==> src/rtl/phase_step_pkg.sv <==
package phase_step_pkg;

  // Command passed from control to datapath each cycle
  typedef struct packed {
    logic clear;    // select changed: zero the pointer
    logic step;     // apply one step this cycle
    logic advance;  // 1 = decrement code, 0 = increment
  } stepCmd_t;

  // Left shift applied to the base step count for a select code
  function automatic logic [1:0] selShift(input logic [1:0] sel);
    case (sel)
      2'b11:   selShift = 2'd0;
      2'b10:   selShift = 2'd1;
      2'b01:   selShift = 2'd2;
      default: selShift = 2'd0;
    endcase
  endfunction

endpackage

==> src/rtl/pstep_sync.sv <==
module pstep_sync #(
  parameter int STAGES = 2
) (
  input  logic clk,
  input  logic rstN,
  input  logic dIn,
  output logic dOut
);
  logic [STAGES-1:0] chain;

  always_ff @(posedge clk or negedge rstN) begin
    if (!rstN) chain <= '0;
    else       chain <= {chain[STAGES-2:0], dIn};
  end

  assign dOut = chain[STAGES-1];
endmodule

==> src/rtl/pstep_ctrl.sv <==
module pstep_ctrl
  import phase_step_pkg::*;
#(
  parameter int GROUP = 32
) (
  input  logic       clk,
  input  logic       rstN,
  input  logic       stbSync,
  input  logic       llSync,
  input  logic [1:0] divSel,
  output stepCmd_t   cmd
);
  localparam int GRP_W = $clog2(GROUP);
  localparam logic [GRP_W-1:0] GRP_LAST = GRP_W'(GROUP - 1);

  logic             stbPrev;
  logic [GRP_W-1:0] grpCnt;
  logic [1:0]       selPrev;
  logic             rise;
  logic             selValid;
  logic             selChg;

  assign rise     = stbSync & ~stbPrev;
  assign selValid = (divSel != 2'b00);
  assign selChg   = (divSel != selPrev);

  always_comb begin
    cmd.clear   = selChg;
    cmd.step    = rise & selValid & ~selChg & (grpCnt != GRP_LAST);
    cmd.advance = llSync;
  end

  always_ff @(posedge clk or negedge rstN) begin
    if (!rstN) begin
      stbPrev <= 1'b0;
      grpCnt  <= '0;
      selPrev <= 2'b11;
    end else begin
      stbPrev <= stbSync;
      selPrev <= divSel;
      if (selChg)
        grpCnt <= '0;
      else if (rise && selValid)
        grpCnt <= (grpCnt == GRP_LAST) ? '0 : grpCnt + 1'b1;
    end
  end
endmodule

==> src/rtl/pstep_dpath.sv <==
module pstep_dpath
  import phase_step_pkg::*;
#(
  parameter int BASE_STEPS = 768,
  parameter int CODE_W     = 12
) (
  input  logic              clk,
  input  logic              rstN,
  input  stepCmd_t          cmd,
  input  logic [1:0]        divSel,
  output logic [CODE_W-1:0] phaseCode,
  output logic              updPulse,
  output logic              lastDirAdv
);
  logic [CODE_W-1:0] modulus;
  logic [CODE_W-1:0] topCode;
  logic [CODE_W-1:0] nextCode;

  assign modulus = CODE_W'(BASE_STEPS) << selShift(divSel);
  assign topCode = modulus - 1'b1;

  always_comb begin
    if (cmd.advance)
      nextCode = (phaseCode == '0) ? topCode : phaseCode - 1'b1;
    else
      nextCode = (phaseCode == topCode) ? '0 : phaseCode + 1'b1;
  end

  always_ff @(posedge clk or negedge rstN) begin
    if (!rstN) begin
      phaseCode  <= '0;
      updPulse   <= 1'b0;
      lastDirAdv <= 1'b0;
    end else begin
      updPulse <= cmd.step & ~cmd.clear;
      if (cmd.clear) begin
        phaseCode <= '0;
      end else if (cmd.step) begin
        phaseCode  <= nextCode;
        lastDirAdv <= cmd.advance;
      end
    end
  end
endmodule

==> src/rtl/phase_step_ctrl.sv <==
module phase_step_ctrl
  import phase_step_pkg::*;
#(
  parameter  int BASE_STEPS  = 768,
  parameter  int GROUP       = 32,
  parameter  int SYNC_STAGES = 2,
  localparam int CODE_W      = $clog2(BASE_STEPS * 4 + 1)
) (
  input  logic              clk,
  input  logic              rstN,
  input  logic              stepStrobeAsync,
  input  logic              leadLagAsync,
  input  logic [1:0]        divSel,
  output logic [CODE_W-1:0] phaseCode,
  output logic              updPulse,
  output logic              lastDirAdv
);
  logic     stbSync;
  logic     llSync;
  stepCmd_t cmd;

  pstep_sync #(.STAGES(SYNC_STAGES)) u_stbSync (
    .clk(clk), .rstN(rstN), .dIn(stepStrobeAsync), .dOut(stbSync)
  );

  pstep_sync #(.STAGES(SYNC_STAGES)) u_llSync (
    .clk(clk), .rstN(rstN), .dIn(leadLagAsync), .dOut(llSync)
  );

  pstep_ctrl #(.GROUP(GROUP)) u_ctrl (
    .clk(clk), .rstN(rstN), .stbSync(stbSync), .llSync(llSync),
    .divSel(divSel), .cmd(cmd)
  );

  pstep_dpath #(.BASE_STEPS(BASE_STEPS), .CODE_W(CODE_W)) u_dpath (
    .clk(clk), .rstN(rstN), .cmd(cmd), .divSel(divSel),
    .phaseCode(phaseCode), .updPulse(updPulse), .lastDirAdv(lastDirAdv)
  );
endmodule

==> config.mk <==
export PLATFORM = sky130hd
export DESIGN_NAME = phase_step_ctrl
export DESIGN_NICKNAME = d
export VERILOG_FILES = /design/src/rtl/phase_step_pkg.sv /design/src/rtl/pstep_sync.sv /design/src/rtl/pstep_ctrl.sv /design/src/rtl/pstep_dpath.sv /design/src/rtl/phase_step_ctrl.sv
export SDC_FILE = /design/constraint.sdc
export NUM_CORES = 1
export LEC_CHECK = 0
export ABC_AREA = 1
export ABC_CLOCK_PERIOD_IN_PS = 4500
export BUFFER_PORTS_ARGS = -buffer_cell sky130_fd_sc_hd__buf_2
export CAP_MARGIN = 25
export CELL_PAD_IN_SITES_DETAIL_PLACEMENT = 0
export CELL_PAD_IN_SITES_GLOBAL_PLACEMENT = 1
export CORE_AREA = 2 2 69 71
export CTS_CLUSTER_DIAMETER = 100
export DETAILED_ROUTE_END_ITERATION = 6
export DIE_AREA = 0 0 71 73
export PLACE_DENSITY = 0.79
export SLEW_MARGIN = 20
export SYNTH_ARGS = -nofsm -noshare
export SYNTH_HDL_FRONTEND = slang
export SYNTH_SLANG_ARGS = --single-unit
==> constraint.sdc <==
create_clock -name clk -period 4.5 [get_ports clk]
set_input_delay 0 -clock clk [delete_from_list [all_inputs] [get_ports clk]]
set_output_delay 0 -clock clk [all_outputs]
set_load 0.01 [all_outputs]
## Yosys cells after proc, flatten, opt, wreduce, memory -nomap -nowiden

Cells that the tools add are included.

| operators by class | value |
|---|---|
| $add $sub $neg | 4 |
| equal/unequal tests | 6 |
| shift-type cells | 1 |
| muxes and demuxes | 9 |
| bitwise gates (word level) | 7 |
| reductions and logical operators | 6 |

Operators with widths:

| cell | number |
|---|---|
| 2-to-1 mux 12 bit | 5 |
| subtractor 12 x 1 -> 12 bit (second input constant) | 2 |
| 2-to-1 mux 5 bit | 3 |
| adder 12 x 1 -> 12 bit (second input constant) | 1 |
| equality test 12 bit | 1 |
| logical NOT 12 bit | 1 |
| left shift 10 x 2 -> 12 bit (first input constant) | 1 |
| nonzero test 2 bit | 3 |
| adder 5 x 1 -> 5 bit (second input constant) | 1 |
| bitwise AND 1 bit | 5 |
| equality test 5 bit (second input constant) | 1 |
| != test 5 bit (second input constant) | 1 |
| one-hot mux 2 bit (2 select lines) | 1 |
| equality test 2 x 1 -> 1 bit (second input constant) | 1 |
| equality test 2 bit (second input constant) | 1 |
| != test 2 bit | 1 |
| inverter 1 bit | 2 |
| AND reduction 2 bit | 1 |
| logical AND 1 bit | 1 |

| word-level totals | value |
|---|---|
| bits in registers | 26 |
| input port bits | 6 |
| output and inout bits | 14 |
| word-level logic and storage cells | 41 |

## Depth between registers and ports, before layout

Gate-level depths: netlist of run 1.

| logic depth | value |
|---|---|
| depth after elaboration | 9 |
| mapped depth | 11 |
| mapped depth without buffers | 11 |

## By module

From an unflattened synthesis of run 1, not the netlist that was laid out.

| second synthesis, totals | value |
|---|---|
| cells, all modules | 275 |
| area total of the unflattened synthesis | 1898.1 µm² |

By module, submodules not included:

| module | times used | cells an instance | area an instance (µm²) | seq. area each (µm²) |
|---|---|---|---|---|
| pstep_dpath | 1 | 214 | 1346.3 | 350.3 |
| pstep_ctrl | 1 | 57 | 451.7 | 202.7 |
| pstep_sync | 2 | 2 | 50.0 | 50.0 |

## Worst setup path after synthesis of run 1

No wires, ideal clock.

| timing path | value |
|---|---|
| kind | register -> register |
| start point | register u_ctrl.grpCnt[0] |
| end point | register u_dpath.phaseCode[6] |
| library setup time | 76 ps |
| data arrival time | 1496 ps |
| data required time | 4424 ps |
| slack | 2928 ps |
| cell stages (with the launch flop) | 9 |
| buffers on the path | 1 |
| clock period less this slack | 1572 ps |
| path through | dfrtp_1 ha_1 nand2_1 nor2_1 ha_1 nor3_2 buf_4 nand2_1 o21ai_1 |

| on the way | value |
|---|---|
| cells in the longest elaborated chain, start to end | 3 |

Ends and longest elaborated chain:

| item | line | source |
|---|---|---|
| start, declared | pstep_ctrl.sv:17 | `logic [GRP_W-1:0] grpCnt;` |
| start signal, assigned | pstep_ctrl.sv:44 | `grpCnt <= (grpCnt == GRP_LAST) ? '0 : grpCnt + 1'b1;` |
| != test 5 bit | pstep_ctrl.sv:29 | `cmd.step = rise & selValid & ~selChg & (grpCnt != GRP_LAST);` |
| bitwise AND 1 bit | pstep_ctrl.sv:29 |  |
| nonzero test 2 bit (no line) | - |  |
| end signal, assigned | pstep_dpath.sv:39 | `phaseCode <= nextCode;` |
| end, declared | pstep_dpath.sv:11 | `output logic [CODE_W-1:0] phaseCode,` |

No other way between the ends.
A chain may end at the register's enable or synchronous reset.

## Final worst setup path of run 1

| timing path | value |
|---|---|
| start point | register u_ctrl.grpCnt[0] |
| end point | register u_dpath.phaseCode[3] |

Same word-level chain as after synthesis.

==> results of run 1 <==
==> per-layer routing <==
layer	routed length, µm	up-vias
li1	-	902
met3	106	2
met5	0	-
met1	2225	799
met4	21	0
met2	2222	25
==> metrics by stage <==
stage	cells	cell area [µm²]
finish	348	2157
global route	348	2157
CTS	348	2157
detailed placement	339	2052
global placement	339	2052
floorplan	273	1947
==> cells in the mapped netlist <==
library cell and count:
nand4_1 3, or2_2 1, nand3b_1 1, ha_1 9
o31ai_1 1, nand2_2 3, nor2_2 6, buf_6 3
dfrtp_1 24, nor2_1 22, nand3_1 31, o21ai_0 6
nor3_1 2, o22ai_1 2, nand3_4 1, inv_1 30
nand3_2 1, buf_2 1, buf_4 2, nor3_2 1
inv_2 4, o21ai_1 9, xnor2_1 5, nand2_1 84
o21ai_2 1, xor2_1 5, a21oi_1 6, nor2_4 2
nor2_8 2, clkbuf_1 1, dfstp_2 2, nand2_4 2
==> worst min path at each step <==
stage	startpoint	end	slack, ns	cells after the start
2_1_floorplan	rstN	u_ctrl.grpCnt[0]	-0.30	0
3_3_place_gp	rstN	u_dpath.phaseCode[2]	0.04	1
3_5_place_dp	rstN	u_dpath.phaseCode[2]	0.04	1
4_1_cts	rstN	u_dpath.phaseCode[9]	0.28	2
5_1_grt	rstN	u_dpath.phaseCode[10]	0.34	2
6_report	rstN	u_dpath.phaseCode[2]	0.27	2
==> power by group <==
group	leakage, nW	internal (W)	switching [W]
Sequential	0.341	0.000247	0.0000157
Clock	0.0288	0.0000782	0.0000747
Combinational	0.824	0.0000492	0.0000867
Total	1.19	0.000374	0.000177
==> state kept, by name, summed over array words and instances (netlist names) <==
| signal | flops |
|---|---|
| u_ctrl.stbPrev | 1 |
| u_dpath.lastDirAdv | 1 |
| u_dpath.updPulse | 1 |
| u_ctrl.grpCnt | 5 |
| u_stbSync.chain | 2 |
| u_ctrl.selPrev | 2 |
| u_llSync.chain | 2 |
| u_dpath.phaseCode | 12 |
==> final cells by class <==
cell class,instances,area (µm²),share of cell area
sequential,26,653.1,0.3028
timing repair buffer,24,145.1,0.06729
multi-input combinational,206,1109,0.5139
inverter,34,127.6,0.05916
clock buffer,4,55.05,0.02552
tap,54,67.56,0.03132
==> critical path: stages (launching register included) <==
cell and delay (ns):
dfrtp_1 0.41, ha_1 0.23, nand2_1 0.07, nor2_1 0.04, ha_1 0.20, nor3_2 0.82
o21ai_0 0.21, o21ai_1 0.17
==> logic make-up after synthesis <==
kind of cell    after synthesis
compound gates               25
fa+ha+maj                     9
xor+xnor                     10
simple gates                162
buf+inv                      41
flops                        26
==> repair_timing <==
| item | CTS | global route |
|---|---|---|
| buffers inserted | 0 | 0 |
| hold endpoints to repair | 28 | 0 |
| hold buffers | 5 | 0 |
==> reports/qor.txt, run 1 <==
status: completed
time the final worst path needs with I/O delays and setup: 2.240 ns
Max rail drop VDD: 222.6 µV
count of filler cells inserted in the layout: 487
TritonCTS clock tree: done
Worst-Margin Slew: 1.007 ns
total power: 0.0005513 W
cell types with the largest area share after synthesis: dfrtp_1 (31%), nand2_1 (16%), nand3_1 (8.0%), ha_1 (5.8%), inv_1 (5.8%)
category of the worst setup path launch point: flip-flop
final wirelength: 4575 µm
worst r2r path cells: 7
total global-route track usage: 0.1901
category of the worst setup path capture point: flip-flop
buffer depth of the longest clock path: 2
final setup violation count: 0
flops & latches, synth: 26
most frequent standard cell in the layout excluding fill and tap cells: nand2_1
final weighted congestion in routability-driven placement: 0.7717
post-synthesis compound-gate area fraction: 0.06877
unrepaired setup endpoints after global routing: no
area of the placeable core: 4536 µm²
DIE WIDTH: 71 µm
hpwl dp: 3351 µm
Die Area: 5183 µm²
Sink Count: 26
via count of the first global-routing pass: 1,660
instance count of the mapped netlist: 273
capture point of the worst reg-to-reg path: u_dpath.phaseCode[3]
Gates resized, CTS repair: 0
worst rel slew slack: 0.3248
Num CTS Buffers: 3
critical path launch point: u_ctrl.grpCnt[0]
leading cell types in the layout, fill and taps excluded: nand2_1 (84), nand3_1 (31), inv_1 (30), dfrtp_1 (24), nor2_1 (22)
capturing element of the worst setup path: u_dpath.phaseCode[3]
Clk Latency, worst-skew pair: 0.27 ns
busiest layer in global routing: met2
Initial DRC Count: 82
RR Startpoint: u_ctrl.grpCnt[0]
share of the core filled with cells in the final layout: 0.4756
antenna violations before repair: 0
setup slack of the most critical reg-to-reg path: 2.26 ns
detailed-route vias per instance: 4.966
main combinational cell family by area after synthesis: simple AND/OR/NAND/NOR gates
synthesis-to-layout area growth: 10.80%
number of search-and-repair iterations in the first detailed-routing pass: 4
setup skew after layout: 0.002695 ns
clk slew on worst S/H paths: 0.09 ns
setup ws final: 2.260 ns
Boundary Pins: 20
MaxCap Viol Count: 0
Post-Route Setup TNS: 0 ns
CP required: 4.70 ns
number of I/O port buffers: 19
met1 track utilization from global routing: 0.2455
final antenna-violating net count: 0
sequential area share after synthesis: 0.3355
number of cell rows: 25
drt wl/cell: 13.15 µm
Post-Syn Area: 1947 µm²
Final Max Tran Viols: 0
vias post-DR: 1,728
final net count: 310
post-synthesis mux area share: 0
fraction of synthesized cell area taken by the top area cell type: 0.3085
wire length of the first global-routing pass: 7803 µm
post-synthesis net count: 288
grt met3 use: 0.03315
Achievable Freq: 446.4 MHz
buffer cell driving the clock tree root: clkbuf_8
Final Hold Vio Count: 0
number of library cell types mapped by synthesis: 32
Starting Density: 0.4292
worst hold margin: 0.2672 ns
GR met2 Demand/Resource: 0.3458
proportion of layout cells with a drive suffix above 1: 0.1667
post-route fraction of the period consumed by the critical path: 0.4979
arrival time at the worst endpoint: 2.44 ns
Worst Path Class, Setup: flip-flop to flip-flop
overall die height: 73 µm
crit path max fanout: 14
xor and xnor area share after synthesis: 0.04499
total power density per cell area: 255.6 nW/µm²
post-placement worst setup slack: 2.315 ns
pin count of the biggest net entering global routing: 27
adder-cell share of the synthesized area: 0.05784
reported leakage power: 1.194 nW
Ant. Diodes: 0
most area-hungry cell type in the Yosys netlist: dfrtp_1
GR Overflow Total: 0
hold crit path type: input port to async pin
Avg Synthesized Cell Area: 7.131 µm²
number of H-tree levels: 1
Synth Area in Simple Gates: 0.3978
YS warnings: 0
DRC violation count after routing: 0
Power figures use the tool's default switching activity.
==> run 2: changes to the inputs <==
--- a/config.mk
+++ b/config.mk
@@ -5,17 +5,17 @@
 export SDC_FILE = /design/constraint.sdc
 export NUM_CORES = 1
 export LEC_CHECK = 0
-export ABC_AREA = 1
-export ABC_CLOCK_PERIOD_IN_PS = 4500
+export ABC_AREA = 0
+export ABC_CLOCK_PERIOD_IN_PS = 2200
 export BUFFER_PORTS_ARGS = -buffer_cell sky130_fd_sc_hd__buf_2
 export CAP_MARGIN = 25
 export CELL_PAD_IN_SITES_DETAIL_PLACEMENT = 0
 export CELL_PAD_IN_SITES_GLOBAL_PLACEMENT = 1
-export CORE_AREA = 2 2 69 71
+export CORE_AREA = 2 2 68 70
 export CTS_CLUSTER_DIAMETER = 100
 export DETAILED_ROUTE_END_ITERATION = 6
-export DIE_AREA = 0 0 71 73
-export PLACE_DENSITY = 0.79
+export DIE_AREA = 0 0 70 72
+export PLACE_DENSITY = 0.72
 export SLEW_MARGIN = 20
 export SYNTH_ARGS = -nofsm -noshare
 export SYNTH_HDL_FRONTEND = slang
==> constraint.sdc (replaced) <==
create_clock -name clk -period 2.2 [get_ports clk]
set_input_delay 0 -clock clk [delete_from_list [all_inputs] [get_ports clk]]
set_output_delay 0 -clock clk [all_outputs]
set_load 0.01 [all_outputs]
==> reports/qor.txt, run 2 <==
antenna violations before repair: 0 (unchanged)
instance count of the mapped netlist: 199 (was 273)
flops & latches, synth: 26 (unchanged)
most used standard cells in the synthesized netlist: dfrtp_1 (24), nand2_1 (23), nor2_1 (17) (was nand2_1 (84), nand3_1 (31), inv_1 (30))
most area-hungry cell type in the Yosys netlist: dfrtp_1 (unchanged)
worst rel slew slack: 0.5996 (was 0.3248)
Multi-input gate area: 1051 µm² (was 1109 µm²)
hpwl dp: 3297 µm (was 3351 µm)
setup skew after layout: 0.004060 ns (was 0.002695 ns)
Clk Latency, worst-skew pair: 0.27 ns (about the same)
category of the worst setup path capture point: flip-flop (unchanged)
RR Startpoint: u_ctrl.grpCnt[0] (unchanged)
MaxCap Viol Count: 0 (unchanged)
number of library cell types mapped by synthesis: 54 (was 32)
proportion of layout cells with a drive suffix above 1: 0.2063 (was 0.1667)
category of the worst setup path launch point: flip-flop (unchanged)
Max rail drop VDD: 231.1 µV (was 222.6 µV)
leading cell types in the layout, fill and taps excluded: dfrtp_1 (24), nand2_1 (23), buf_2 (19), nor2_1 (17), o21ai_0 (10) (was nand2_1 (84), nand3_1 (31), inv_1 (30), dfrtp_1 (24), nor2_1 (22))
Initial DRC Count: 80 (was 82)
total power density per cell area: 557.1 nW/µm² (was 255.6 nW/µm²)
buffer depth of the longest clock path: 2 (unchanged)
status: completed (unchanged)
Ant. Diodes: 0 (unchanged)
setup slack of the most critical reg-to-reg path: 0.07 ns (was 2.26 ns)
number of cell rows: 24 (was 25)
Largest register FFs: 12 (unchanged)
number of H-tree levels: 1 (unchanged)
final setup violation count: 0 (unchanged)
TritonCTS clock tree: done (unchanged)
Achievable Freq: 469.7 MHz (was 446.4 MHz)
capture point of the worst reg-to-reg path: u_ctrl.grpCnt[3] (was u_dpath.phaseCode[3])
Post-Route Setup TNS: 0 ns (unchanged)
hold crit path type: input port to flip-flop (was input port to async pin)
time the final worst path needs with I/O delays and setup: 2.129 ns (was 2.240 ns)
pin count of the biggest net entering global routing: 27 (unchanged)
Sink Count: 26 (unchanged)
Synth Flop Type: dfrtp_1 (unchanged)
number of search-and-repair iterations in the first detailed-routing pass: 4 (unchanged)
CP required: 2.40 ns (was 4.70 ns)
most frequent standard cell in the layout excluding fill and tap cells: dfrtp_1 (was nand2_1)
number of synthesized flops with an enable pin: 0 (unchanged)
count of filler cells inserted in the layout: 425 (was 487)
vias post-DR: 1,645 (was 1,728)
final net count: 239 (was 310)
Worst Path Class, Setup: flip-flop to flip-flop (unchanged)
GR Overflow Total: 0 (unchanged)
cell with the most instances after synthesis: dfrtp_1 (was nand2_1)
overall die height: 72 µm (was 73 µm)
final antenna-violating net count: 0 (unchanged)
startpoint of the lowest-slack hold path: divSel[1]
arrival time at the worst endpoint: 2.33 ns (was 2.44 ns)
Final Hold Vio Count: 0 (unchanged)
detailed-route vias per instance: 5.982 (was 4.966)
Die Area: 5040 µm² (was 5183 µm²)
total global-route track usage: 0.1925 (was 0.1901)
Worst-Margin Slew: 0.6007 ns (was 1.007 ns)
Avg Synthesized Cell Area: 9.066 µm² (was 7.131 µm²)
worst hold path cell count: 4
sequential area share after synthesis: 0.3620 (was 0.3355)
Starting Density: 0.4231 (was 0.4292)
post-synthesis net count: 214 (was 288)
Boundary Pins: 20 (unchanged)
clk slew on worst S/H paths: 0.10 ns (was 0.09 ns)
DRC violation count after routing: 0 (unchanged)
cell types with the largest area share after synthesis: dfrtp_1 (33%), ha_1 (6.2%), nand2_1 (4.8%), xnor2_1 (3.9%), nor2_1 (3.5%) (was dfrtp_1 (31%), nand2_1 (16%), nand3_1 (8.0%), ha_1 (5.8%), inv_1 (5.8%))
DIE WIDTH: 70 µm (was 71 µm)
number of I/O port buffers: 19 (unchanged)
Reg with most FFs: u_dpath.phaseCode (unchanged)
area of the placeable core: 4264 µm² (was 4536 µm²)
Num CTS Buffers: 3 (unchanged)
final wirelength: 4615 µm (was 4575 µm)
fraction of synthesized cell area taken by the top area cell type: 0.3329 (was 0.3085)
crit path max fanout: 4 (was 14)
worst hold margin: 0.2236 ns (was 0.2672 ns)
biggest regs: u_dpath.phaseCode (12), u_ctrl.grpCnt (5) (unchanged)
post-route fraction of the period consumed by the critical path: 0.9678 (was 0.4979)
via count of the first global-routing pass: 1,596 (was 1,660)
wire length of the first global-routing pass: 7797 µm (was 7803 µm)
FFs w/ async S/R, synth: 1.000 (unchanged)
Final Max Tran Viols: 0 (unchanged)
buffer cell driving the clock tree root: clkbuf_8 (unchanged)
Post-Syn Area: 1804 µm² (was 1947 µm²)
drt wl/cell: 16.78 µm (was 13.15 µm)
hold endpoint: u_dpath.updPulse
YS warnings: 0 (unchanged)
final weighted congestion in routability-driven placement: 0.8611 (was 0.7717)
synthesis-to-layout area growth: 15.53% (was 10.80%)
reported leakage power: 0.9765 nW (was 1.194 nW)
FF/Latch Area: 653.1 µm² (unchanged)
worst r2r path cells: 6 (was 7)
-- run 2: changes by cell type after synthesis, moves of 5 or more --
cell	delta
nor2_2	-6
nand2_1	-61
inv_1	-24
a31oi_1	+5
o21ai_1	-9
nor2b_1	+5
nor2_1	-5
nand3_1	-22
-- run 2: cell families (layout without fill, tap and decap cells) --
| logic type | Yosys count | after routing | synth area share |
|---|---|---|---|
| buffers and inverters | 20 | 44 | 0.05825 |
| DFF | 26 | 26 | 0.3620 |
| AOI/OAI and AO/OA | 46 | 46 | 0.1866 |
| muxes | 2 | 2 | 0.01110 |
| and+or+nand+nor | 85 | 85 | 0.2663 |
| adders and majority gates | 9 | 9 | 0.06241 |
| xor gates and xnor gates | 11 | 11 | 0.05340 |
-- run 2: worst max path at each step --
stage / end / from / cells past startpoint / slack, ns
floorplan: u_ctrl.grpCnt[3] / u_ctrl.grpCnt[0] / 6 / 0.1
global placement: u_ctrl.grpCnt[3] / u_ctrl.grpCnt[1] / 6 / 0.09
detailed placement: u_ctrl.grpCnt[3] / u_ctrl.grpCnt[1] / 6 / 0.01
CTS: u_ctrl.grpCnt[3] / u_ctrl.grpCnt[0] / 6 / 0.001
global route: u_ctrl.grpCnt[3] / u_ctrl.grpCnt[0] / 6 / -0.007
finish: u_ctrl.grpCnt[3] / u_ctrl.grpCnt[0] / 6 / 0.07
-- run 2: power breakdown --
part | total (W) | leakage, nW | internal [W] | switching, W
sequential | 0.000521 | 0.342 | 0.000498 | 0.0000227
clock | 0.000409 | 0.0357 | 0.000244 | 0.000165
combinational | 0.000232 | 0.599 | 0.0000928 | 0.000139
total | 0.00116 | 0.977 | 0.000835 | 0.000327
-- run 2: repair_timing --
item                                    4_1_cts  5_1_grt
gates resized for setup                       0        3
hold buffers                                  5        0
pin swaps                                     0        1
endpoints found under the hold margin        28        0
endpoints found under the setup margin        1        6
gates cloned                                  0        0
buffers inserted                              1        0
-- run 2: through the flow --
| step | power, W | std cells | util | worst slack (ns) | cell area [µm²] |
|---|---|---|---|---|---|
| floorplan | 0.0006789 | 199 | - | 0.09681 | 1804 |
| global placement | 0.0007469 | 265 | 0.4575 | 0.09072 | 1951 |
| detailed placement | 0.0007547 | 265 | 0.4575 | 0.01180 | 1951 |
| CTS | 0.001168 | 275 | 0.4877 | 0.0009999 | 2079 |
| global route | 0.001227 | 275 | 0.4889 | -0.006753 | 2085 |
| finish | 0.001161 | 275 | 0.4889 | 0.07080 | 2085 |
-- run 2: worst max-delay path, stage by stage (launching register included) --
cell	delay, ns
dfrtp_1	0.41
ha_2	0.21
and3_1	0.19
ha_2	0.21
or4b_1	0.54
or3_1	0.36
a21oi_1	0.14
-- run 2: layer usage --
layer,vias up,GRT usage,share of wire
met5,-,0,0
met4,0,0.09188,0.035
met3,17,0.02361,0.034
met2,42,0.3354,0.50
met1,815,0.2386,0.43
li1,771,-,-
-- run 2: area by class of cell --
type / count / share of cell area
clock inverter: 1 / 0.01441
tap: 52 / 0.03121
inverter: 7 / 0.01501
clock buffer: 3 / 0.01981
multi-input combinational: 153 / 0.5042
sequential: 26 / 0.3133
timing repair buffer: 33 / 0.1020
